## src/rtl/mtc_pkg.sv

```systemverilog
package mtc_pkg;
  localparam int unsigned BUS_W  = 32;
  localparam int unsigned TIME_W = 64;

  typedef logic [TIME_W-1:0] tval_t;
  typedef logic [BUS_W-1:0]  word_t;

  // Rebuild a 64-bit value from one new 32-bit half, keeping the other half.
  function automatic tval_t merge_half(tval_t old_v, word_t wd, logic upper);
    return upper ? {wd, old_v[BUS_W-1:0]} : {old_v[TIME_W-1:BUS_W], wd};
  endfunction
endpackage

```

## src/rtl/mtc_time_counter.sv

```systemverilog
module mtc_time_counter
  import mtc_pkg::*;
(
  input  logic  clk,
  input  logic  rst_n,
  input  logic  tick_en,
  output tval_t time_q
);
  always_ff @(posedge clk) begin
    if (!rst_n)       time_q <= '0;
    else if (tick_en) time_q <= time_q + tval_t'(1);
  end
endmodule

```

## src/rtl/mtc_cmp_slot.sv

```systemverilog
module mtc_cmp_slot
  import mtc_pkg::*;
(
  input  logic  clk,
  input  logic  rst_n,
  input  logic  wr_lo,
  input  logic  wr_hi,
  input  word_t wdata,
  input  tval_t time_now,
  output tval_t cmp_q,
  output logic  irq_q
);
  always_ff @(posedge clk) begin
    if (!rst_n) begin
      cmp_q <= '0;
      irq_q <= 1'b0;
    end else begin
      if (wr_lo)      cmp_q <= merge_half(cmp_q, wdata, 1'b0);
      else if (wr_hi) cmp_q <= merge_half(cmp_q, wdata, 1'b1);
      irq_q <= (cmp_q <= time_now);
    end
  end
endmodule

```

## src/rtl/mtc_decode.sv

```systemverilog
module mtc_decode #(
  parameter int unsigned NUM_HARTS = 4,
  parameter int unsigned ADDR_W    = 16,
  parameter int unsigned CMP_BASE  = 'h0000,
  parameter int unsigned TIME_BASE = 'h7FF8
) (
  input  logic [ADDR_W-1:0]    addr,
  output logic [NUM_HARTS-1:0] hit_lo,
  output logic [NUM_HARTS-1:0] hit_hi,
  output logic                 hit_tlo,
  output logic                 hit_thi
);
  localparam logic [ADDR_W-1:0] T_LO = ADDR_W'(TIME_BASE);
  localparam logic [ADDR_W-1:0] T_HI = ADDR_W'(TIME_BASE + 4);

  for (genvar g = 0; g < NUM_HARTS; g++) begin : g_slot
    localparam logic [ADDR_W-1:0] S_LO = ADDR_W'(CMP_BASE + 8 * g);
    localparam logic [ADDR_W-1:0] S_HI = ADDR_W'(CMP_BASE + 8 * g + 4);
    assign hit_lo[g] = (addr == S_LO);
    assign hit_hi[g] = (addr == S_HI);
  end

  assign hit_tlo = (addr == T_LO);
  assign hit_thi = (addr == T_HI);
endmodule

```

## src/rtl/mtc_timer.sv

```systemverilog
module mtc_timer
  import mtc_pkg::*;
#(
  parameter int unsigned NUM_HARTS = 4,
  parameter int unsigned ADDR_W    = 16,
  parameter int unsigned CMP_BASE  = 'h0000,
  parameter int unsigned TIME_BASE = 'h7FF8
) (
  input  logic                 clk,
  input  logic                 rst_n,
  input  logic                 tick_en,
  input  logic                 bus_valid,
  input  logic                 bus_write,
  input  logic [ADDR_W-1:0]    bus_addr,
  input  logic [31:0]          bus_wdata,
  output logic                 rd_valid,
  output logic [31:0]          rd_data,
  output logic [NUM_HARTS-1:0] irq
);
  localparam int unsigned FLAT_W = NUM_HARTS * TIME_W;

  tval_t                 time_now;
  tval_t                 cmp_all [NUM_HARTS];
  logic [FLAT_W-1:0]     cmp_flat;
  logic [NUM_HARTS-1:0]  hit_lo, hit_hi;
  logic                  hit_tlo, hit_thi;
  logic                  wr_req, rd_req;
  word_t                 rdata_n;

  assign wr_req = bus_valid &&  bus_write;
  assign rd_req = bus_valid && !bus_write;

  mtc_time_counter u_time (
    .clk     (clk),
    .rst_n   (rst_n),
    .tick_en (tick_en),
    .time_q  (time_now)
  );

  mtc_decode #(
    .NUM_HARTS (NUM_HARTS),
    .ADDR_W    (ADDR_W),
    .CMP_BASE  (CMP_BASE),
    .TIME_BASE (TIME_BASE)
  ) u_dec (
    .addr    (bus_addr),
    .hit_lo  (hit_lo),
    .hit_hi  (hit_hi),
    .hit_tlo (hit_tlo),
    .hit_thi (hit_thi)
  );

  for (genvar g = 0; g < NUM_HARTS; g++) begin : g_hart
    mtc_cmp_slot u_slot (
      .clk      (clk),
      .rst_n    (rst_n),
      .wr_lo    (wr_req && hit_lo[g]),
      .wr_hi    (wr_req && hit_hi[g]),
      .wdata    (bus_wdata),
      .time_now (time_now),
      .cmp_q    (cmp_all[g]),
      .irq_q    (irq[g])
    );
    assign cmp_flat[g*TIME_W +: TIME_W] = cmp_all[g];
  end

  // One-hot hits OR together; an unmapped address selects nothing and yields 0.
  always_comb begin
    rdata_n = '0;
    for (int h = 0; h < NUM_HARTS; h++) begin
      if (hit_lo[h]) rdata_n = rdata_n | cmp_all[h][31:0];
      if (hit_hi[h]) rdata_n = rdata_n | cmp_all[h][63:32];
    end
    if (hit_tlo) rdata_n = rdata_n | time_now[31:0];
    if (hit_thi) rdata_n = rdata_n | time_now[63:32];
  end

  always_ff @(posedge clk) begin
    if (!rst_n) begin
      rd_valid <= 1'b0;
      rd_data  <= '0;
    end else begin
      rd_valid <= rd_req;
      rd_data  <= rd_req ? rdata_n : '0;
    end
  end
endmodule

```

## config.mk

```make
export PLATFORM = sky130hd
export DESIGN_NAME = mtc_timer
export DESIGN_NICKNAME = d
export VERILOG_FILES = /design/src/rtl/mtc_pkg.sv /design/src/rtl/mtc_time_counter.sv /design/src/rtl/mtc_cmp_slot.sv /design/src/rtl/mtc_decode.sv /design/src/rtl/mtc_timer.sv
export SDC_FILE = /design/constraint.sdc
export NUM_CORES = 1
export LEC_CHECK = 0
export ABC_CLOCK_PERIOD_IN_PS = 6400
export BUFFER_PORTS_ARGS = -buffer_cell sky130_fd_sc_hd__clkbuf_2
export CORE_ASPECT_RATIO = 2
export CORE_UTILIZATION = 59
export CTS_CLUSTER_DIAMETER = 120
export DETAILED_ROUTE_END_ITERATION = 8
export GPL_TIMING_DRIVEN = 1
export PLACE_DENSITY_LB_ADDON = 0.08
export SYNTH_ARGS = -nofsm -noshare
export SYNTH_HDL_FRONTEND = slang
export SYNTH_SLANG_ARGS = --single-unit
```

## constraint.sdc

```tcl
create_clock -name clk -period 6.4 [get_ports clk]
set_input_delay 0.32 -clock clk [delete_from_list [all_inputs] [get_ports clk]]
set_output_delay 0.32 -clock clk [all_outputs]
set_load 0.05 [all_outputs]
```

; ---- Yosys cells after proc, flatten, opt, wreduce, memory -nomap -nowiden
; Cells that the tools add are included.
; Widths: inputs -> output; s select.
[word_totals]
reg_bits = 357
out_inout_bits = 37
wordCells = 73
inputBits = 53
[op_classes]
reduce_logical = 17
add_sub_neg = 1
mux = 14
n_bitwise = 13
order_cmp = 4
n_eq_ne = 9
[ops]
columns = op, n
row1 = $mux 32, 14
row2 = $or 32x32->32, 9
row3 = $le 64x64->1, 4
row4 = $add 64x1->64 const B, 1
row5 = $eq 16x5->1 const B, 4
row6 = $eq 16x15->1 const B, 2
row7 = $eq 16x4->1 const B, 2
row8 = $eq 16x3->1 const B, 1
row9 = $logic_not 16->1, 1
row10 = $logic_and 1x1->1, 10
row11 = $reduce_and 2->1, 5
row12 = $not 1->1, 4
row13 = $logic_not 1->1, 1

; ---- Longest topological paths before layout
[depth]
ltp_word = 20
ltp_mapped = 9
mapped_depth_nobuf = 8

; ---- By module
; From an unflattened synthesis, not the netlist that was laid out.
[unflattened]
cells_unflattened = 2573
hier_area_um2 = 22142.5
[by_module_without_submodules]
columns = module, cells_each, area_each_um2, seq_area_each_um2, n_inst
row1 = mtc_cmp_slot, 478, 4056.4, 1301.2, 4
row2 = mtc_time_counter, 357, 3129.3, 1281.2, 1
row3 = mtc_timer, 276, 2631.3, 660.6, 1
row4 = mtc_decode, 28, 156.4, 0.0, 1

; ---- Worst setup path after synthesis
; OpenSTA, ideal clock, no wires.
[synth_timing]
path_kind = register to register
from = register u_time.time_q[0]
to = register u_time.time_q[50]
path_buffers = 2
arrival_ns = 2.199
stages_incl_launch_ff = 10
synth_period_minus_slack_ns = 2.326
setup_slack_ns = 4.074
setup_ns = 0.128
t_required_ns = 6.272
cell_sequence = dfxtp_1 ha_1 nand3_1 or2_2 clkbuf_1 nor2_1 clkbuf_1 nand3_1 xnor2_1 nor2_1
[synth_between]
elab_chain_len = 1
[synth_lines]
columns = item, line_no
row1 = "start, declared", mtc_time_counter.sv:7  ; output tval_t time_q
row2 = "start signal, assigned", mtc_time_counter.sv:11  ; else if (tick_en) time_q <= time_q + tval_t'(1);
row3 = $add 64x1->64, mtc_time_counter.sv:11
; Every way passes these cells.
; A chain may end at the register's enable or synchronous reset.

; ---- Worst setup path in the final report
[layout_timing]
from = register u_time.time_q[61]
to = register g_hart[3].u_slot.irq_q
[layout_between]
elab_chain_len = 1
[layout_lines]
columns = item, line_no
row1 = $le 64x64->1, mtc_cmp_slot.sv:20  ; irq_q <= (cmp_q <= time_now);
row2 = "end signal, assigned", mtc_cmp_slot.sv:20
row3 = "end, declared", mtc_cmp_slot.sv:11  ; output logic irq_q
; Every way passes these cells.

==> impl_metrics.py <==
metrics = {
    "run_status": {
        "run_status": "finished, violations left",
        "violations": "DRC",
    },
    "global_routing": {
        "overflow": 0,
        "grt_start_max_net_pins": 169,
        "global_routing_s_busiest_layer": "met2",
        "met1_usage": 0.492,
        "wire_length_of_the_first_global_routing_pass_um": 115000,
        "grt_util_met3": 0.0725,
        "grt_util_met2": 0.739,
        "grtUsageTotal": 0.444,
        "grt_antenna_before_repair": 2,
        "via_count_of_the_first_global_routing_pass": 18900,
    },
    "finish": {
        "n_fill_cell": 2973,
        "register_area_um2": 7150,
        "final_layout_size_suffix_gt1_frac": 0.0787,
        "total_area_of_multi_input_combinational_cells_um2": 12000,
        "final_net_count": 2769,
        "layout_commonest_cell": "nand2_1",
        "synthToLayoutAreaGrowth_pct": 8.58,
        "final_cells": 2915,
        "layout.cells.most_common_list": "nand2_1, dfxtp_1, a21oi_1",
        "post_route_cell_area_um2": 21800,
    },
    "clocking": {
        "numClockSinks": 357,
        "clock_latency_ns": 0.56,
        "tritoncts": "yes",
        "cts_post_setup_buffers_inserted": 0,
        "cts_inserted_buffers": 35,
        "clock_tree.root_cell": "clkbuf_16",
        "clkTransAtPathRegs_ns": 0.06,
        "cts_resized": 0,
        "cts.htree.levels": 2,
        "cts_hold_repair.buffers": 0,
        "cts.path.max_buffers": 3,
    },
    "route": {
        "first_iter_violations": 2102,
        "via_per_inst": 6.67,
        "number_of_vias_after_detailed_routing": 19500,
        "drc": 29,
        "drt-total-wl_um": 77900,
        "detail_route.first_pass.iterations": 9,
        "wl_per_cell_um": 26.7,
        "postRouteAntennaNets": 0,
    },
    "power_and_ir_drop": {
        "max_rail_drop_vdd_uv": 211,
        "p_comb_frac": 0.039,
        "p_switching_uw": 1050,
        "p_per_area_nw_per_um2": 205,
        "sequentialPowerShare": 0.500,
        "total_power_uw": 4470,
        "swShare": 0.236,
        "pleak_uw": 0.00841,
        "clkPwrFrac": 0.462,
        "p_int_uw": 3410,
    },
    "sta": {
        "post-route-period-util": 0.569,
        "timing_worst_slew_pin_value_ns": 1.32,
        "report.final.setup_viol": 0,
        "final-max-slew-violation-count": 0,
        "slew_headroom": 0.0995,
        "final-hold-violation-count": 0,
        "setup_total_negative_slack_ns": 0,
        "rsz0062_at_grt": "no",
        "achievable-frequency_mhz": 275,
        "post-route-min-period_ns": 3.64,
        "skew_ns": 0.0272,
    },
    "logic_synthesis": {
        "synth_area_um2": 20000,
        "average_footprint_of_a_synthesized_cell_um2": 8.11,
        "synth_edf_count": 0,
        "syn-instance-count": 2470,
        "synthArstFlopShare": 0,
        "ys_types": 48,
        "synth_ff_type": "dfxtp_1",
        "synth_nets": 2780,
        "yosysWarningCount": 0,
        "ys_ff_latch": 357,
        "synth.yosys.seq_area_share": 0.357,
    },
    "worst_setup_path": {
        "r2r_end": "g_hart[3].u_slot.irq_q",
        "worst_r2r_path_depth": 8,
        "critPathMaxFanout": 5,
        "ff2ff_setup_slack_ns": 2.76,
        "crit_path_frequent_cell": "a2111oi_0",
        "cpMaxStageDelayCell": "a2111oi_0",
        "setup.worst_path.end": "g_hart[3].u_slot.irq_q",
        "crit_required_ns": 6.85,
        "critical_path.cell_chain": "inv_1, ha_1, a211oi_1, o21ai_0, a2111oi_0, o22ai_1, a2111oi_0, o21bai_1",
        "cp.arrival_ns": 4.09,
        "crit_start": "u_time.time_q[61]",
        "crit_path_start_kind": "register",
        "timing.critical_path.to_type": "register",
        "path_type_of_the_worst_setup_path": "register to register",
        "crit_path_max_incr_delay_ns": 1.18,
        "worst_r2r_startpoint": "u_time.time_q[61]",
    },
    "placed_design": {
        "hpwlAfterDp_um": 54400,
        "place.port_buffers": 89,
        "placedInstanceArea_um2": 20700,
        "place_congestion": 0.936,
        "placed_cells": 2858,
    },
    "die": {
        "floorplan.initialDensity": 0.598,
        "dieWidth_um": 132,
        "core_um2": 33500,
        "placementRows": 95,
        "dieHeight_um": 263,
        "top_level_ports": 90,
        "design.die.area_um2": 34800,
    },
    "min_path": {
        "hold_class": "primary input to register",
        "hold_path_depth": 3,
    },
    "job": {
        "max-cap-violations": 0,
    },
}
## worst min path at each step
stage,startpoint,to,slack (ns)
final,bus_wdata[29],g_hart[2].u_slot.cmp_q[61],0.12
after global routing,bus_wdata[31],g_hart[0].u_slot.cmp_q[63],0.13
after detailed placement,g_hart[2].u_slot.cmp_q[28],g_hart[2].u_slot.cmp_q[28],0.47
after global placement,g_hart[2].u_slot.cmp_q[7],g_hart[2].u_slot.cmp_q[7],0.46
after CTS,bus_wdata[29],g_hart[1].u_slot.cmp_q[29],0.11
after floorplan,g_hart[3].u_slot.cmp_q[0],g_hart[3].u_slot.cmp_q[0],0.45
## synthesized netlist by cell type (2+ instances only)
cell type,number,area [um2]
nor3_1,24,120
o2bb2ai_1,4,35.0
nand2_1,541,2030
o21bai_1,6,45.0
nor2b_1,12,75.1
dfxtp_1,357,7150
a221o_1,6,60.1
a22oi_1,64,480
buf_4,6,45.0
o22ai_1,4,25.0
clkbuf_1,134,503
a21oi_1,341,1710
a21o_1,10,75.1
and2_0,2,12.5
o221ai_1,2,17.5
a222oi_1,64,641
a31oi_1,2,12.5
nand4_1,74,463
or2_2,2,12.5
ha_1,257,3220
a2111o_1,2,22.5
nor4_1,18,113
xnor2_1,63,552
buf_2,26,130
a2111oi_0,6,52.6
nor2_1,111,417
a41oi_1,2,17.5
and3_1,44,275
a21boi_0,4,30.0
nor3_2,3,30.0
a221oi_1,10,87.6
and2_1,14,87.6
nand2b_1,2,12.5
and4_1,14,123
o21a_1,6,45.0
inv_1,84,315
mux2i_1,28,280
a211oi_1,8,60.1
nor4_2,7,87.6
nand3_1,53,265
buf_1,4,15.0
o21ai_0,40,200
o211a_1,4,40.0
## routing by layer
metal	part of all wire	vias up	routed length [um]
met1	0.34	9096	26700
met2	0.47	1155	36800
met4	0.097	2	7540
met5	0.00014	-	11
met3	0.088	392	6870
li1	-	8808	-
## area by class of cell
type / instances / share of cell area
Multi-Input combinational cell: 1859 / 0.549
Sequential cell: 357 / 0.328
Clock buffer: 52 / 0.0488
Timing Repair Buffer: 122 / 0.0324
Tap cell: 436 / 0.0251
Inverter: 84 / 0.0148
Clock inverter: 4 / 0.00121
Antenna cell: 1 / 0.000115
## stage by stage
step	setup slack, ns	utilization	hold WS [ns]
finish	2.76	0.649	0.118
detailed placement	2.60	0.617	0.466
CTS	2.93	0.649	0.112
global route	2.64	0.649	0.128
floorplan	4.07	-	0.449
global placement	2.68	0.617	0.461
## worst max-delay path: cells and delay by family, from the launching register on
family	cells	cell delay, ns
adder cells (fa/ha/maj)	1	0.32
buffers and inverters	1	0.15
flip-flops	1	0.39
AO/OA/AOI/OAI	6	2.68
## power by group through the flow
stage / combinational, uW / sequential (uW) / clock [uW]
6_report: 172 / 2230 / 2060
2_1_floorplan: 106 / 2280 / 0
5_1_grt: 177 / 2230 / 2150
3_5_place_dp: 166 / 2280 / 0
4_1_cts: 166 / 2230 / 2060
3_3_place_gp: 164 / 2280 / 0
## cell families (layout without fill, tap and decap cells)
group | count (synthesis) | after routing | synth area share
simple gates | 926 | 926 | 0.209
compound gates | 585 | 585 | 0.182
flops | 357 | 357 | 0.357
fa+ha+maj | 257 | 257 | 0.160
buf+inv | 254 | 262 | 0.0503
xor+xnor | 63 | 63 | 0.0275
mux | 28 | 28 | 0.0140
other cells | 0 | 1 | 0
## state kept, by name, summed over array words and instances, names as in the netlist
name,flops
u_time.time_q,64
g_hart.u_slot.cmp_q,256
g_hart.u_slot.irq_q,4
rd_data,32
rd_valid,1
(Power assumes the default switching activity.)
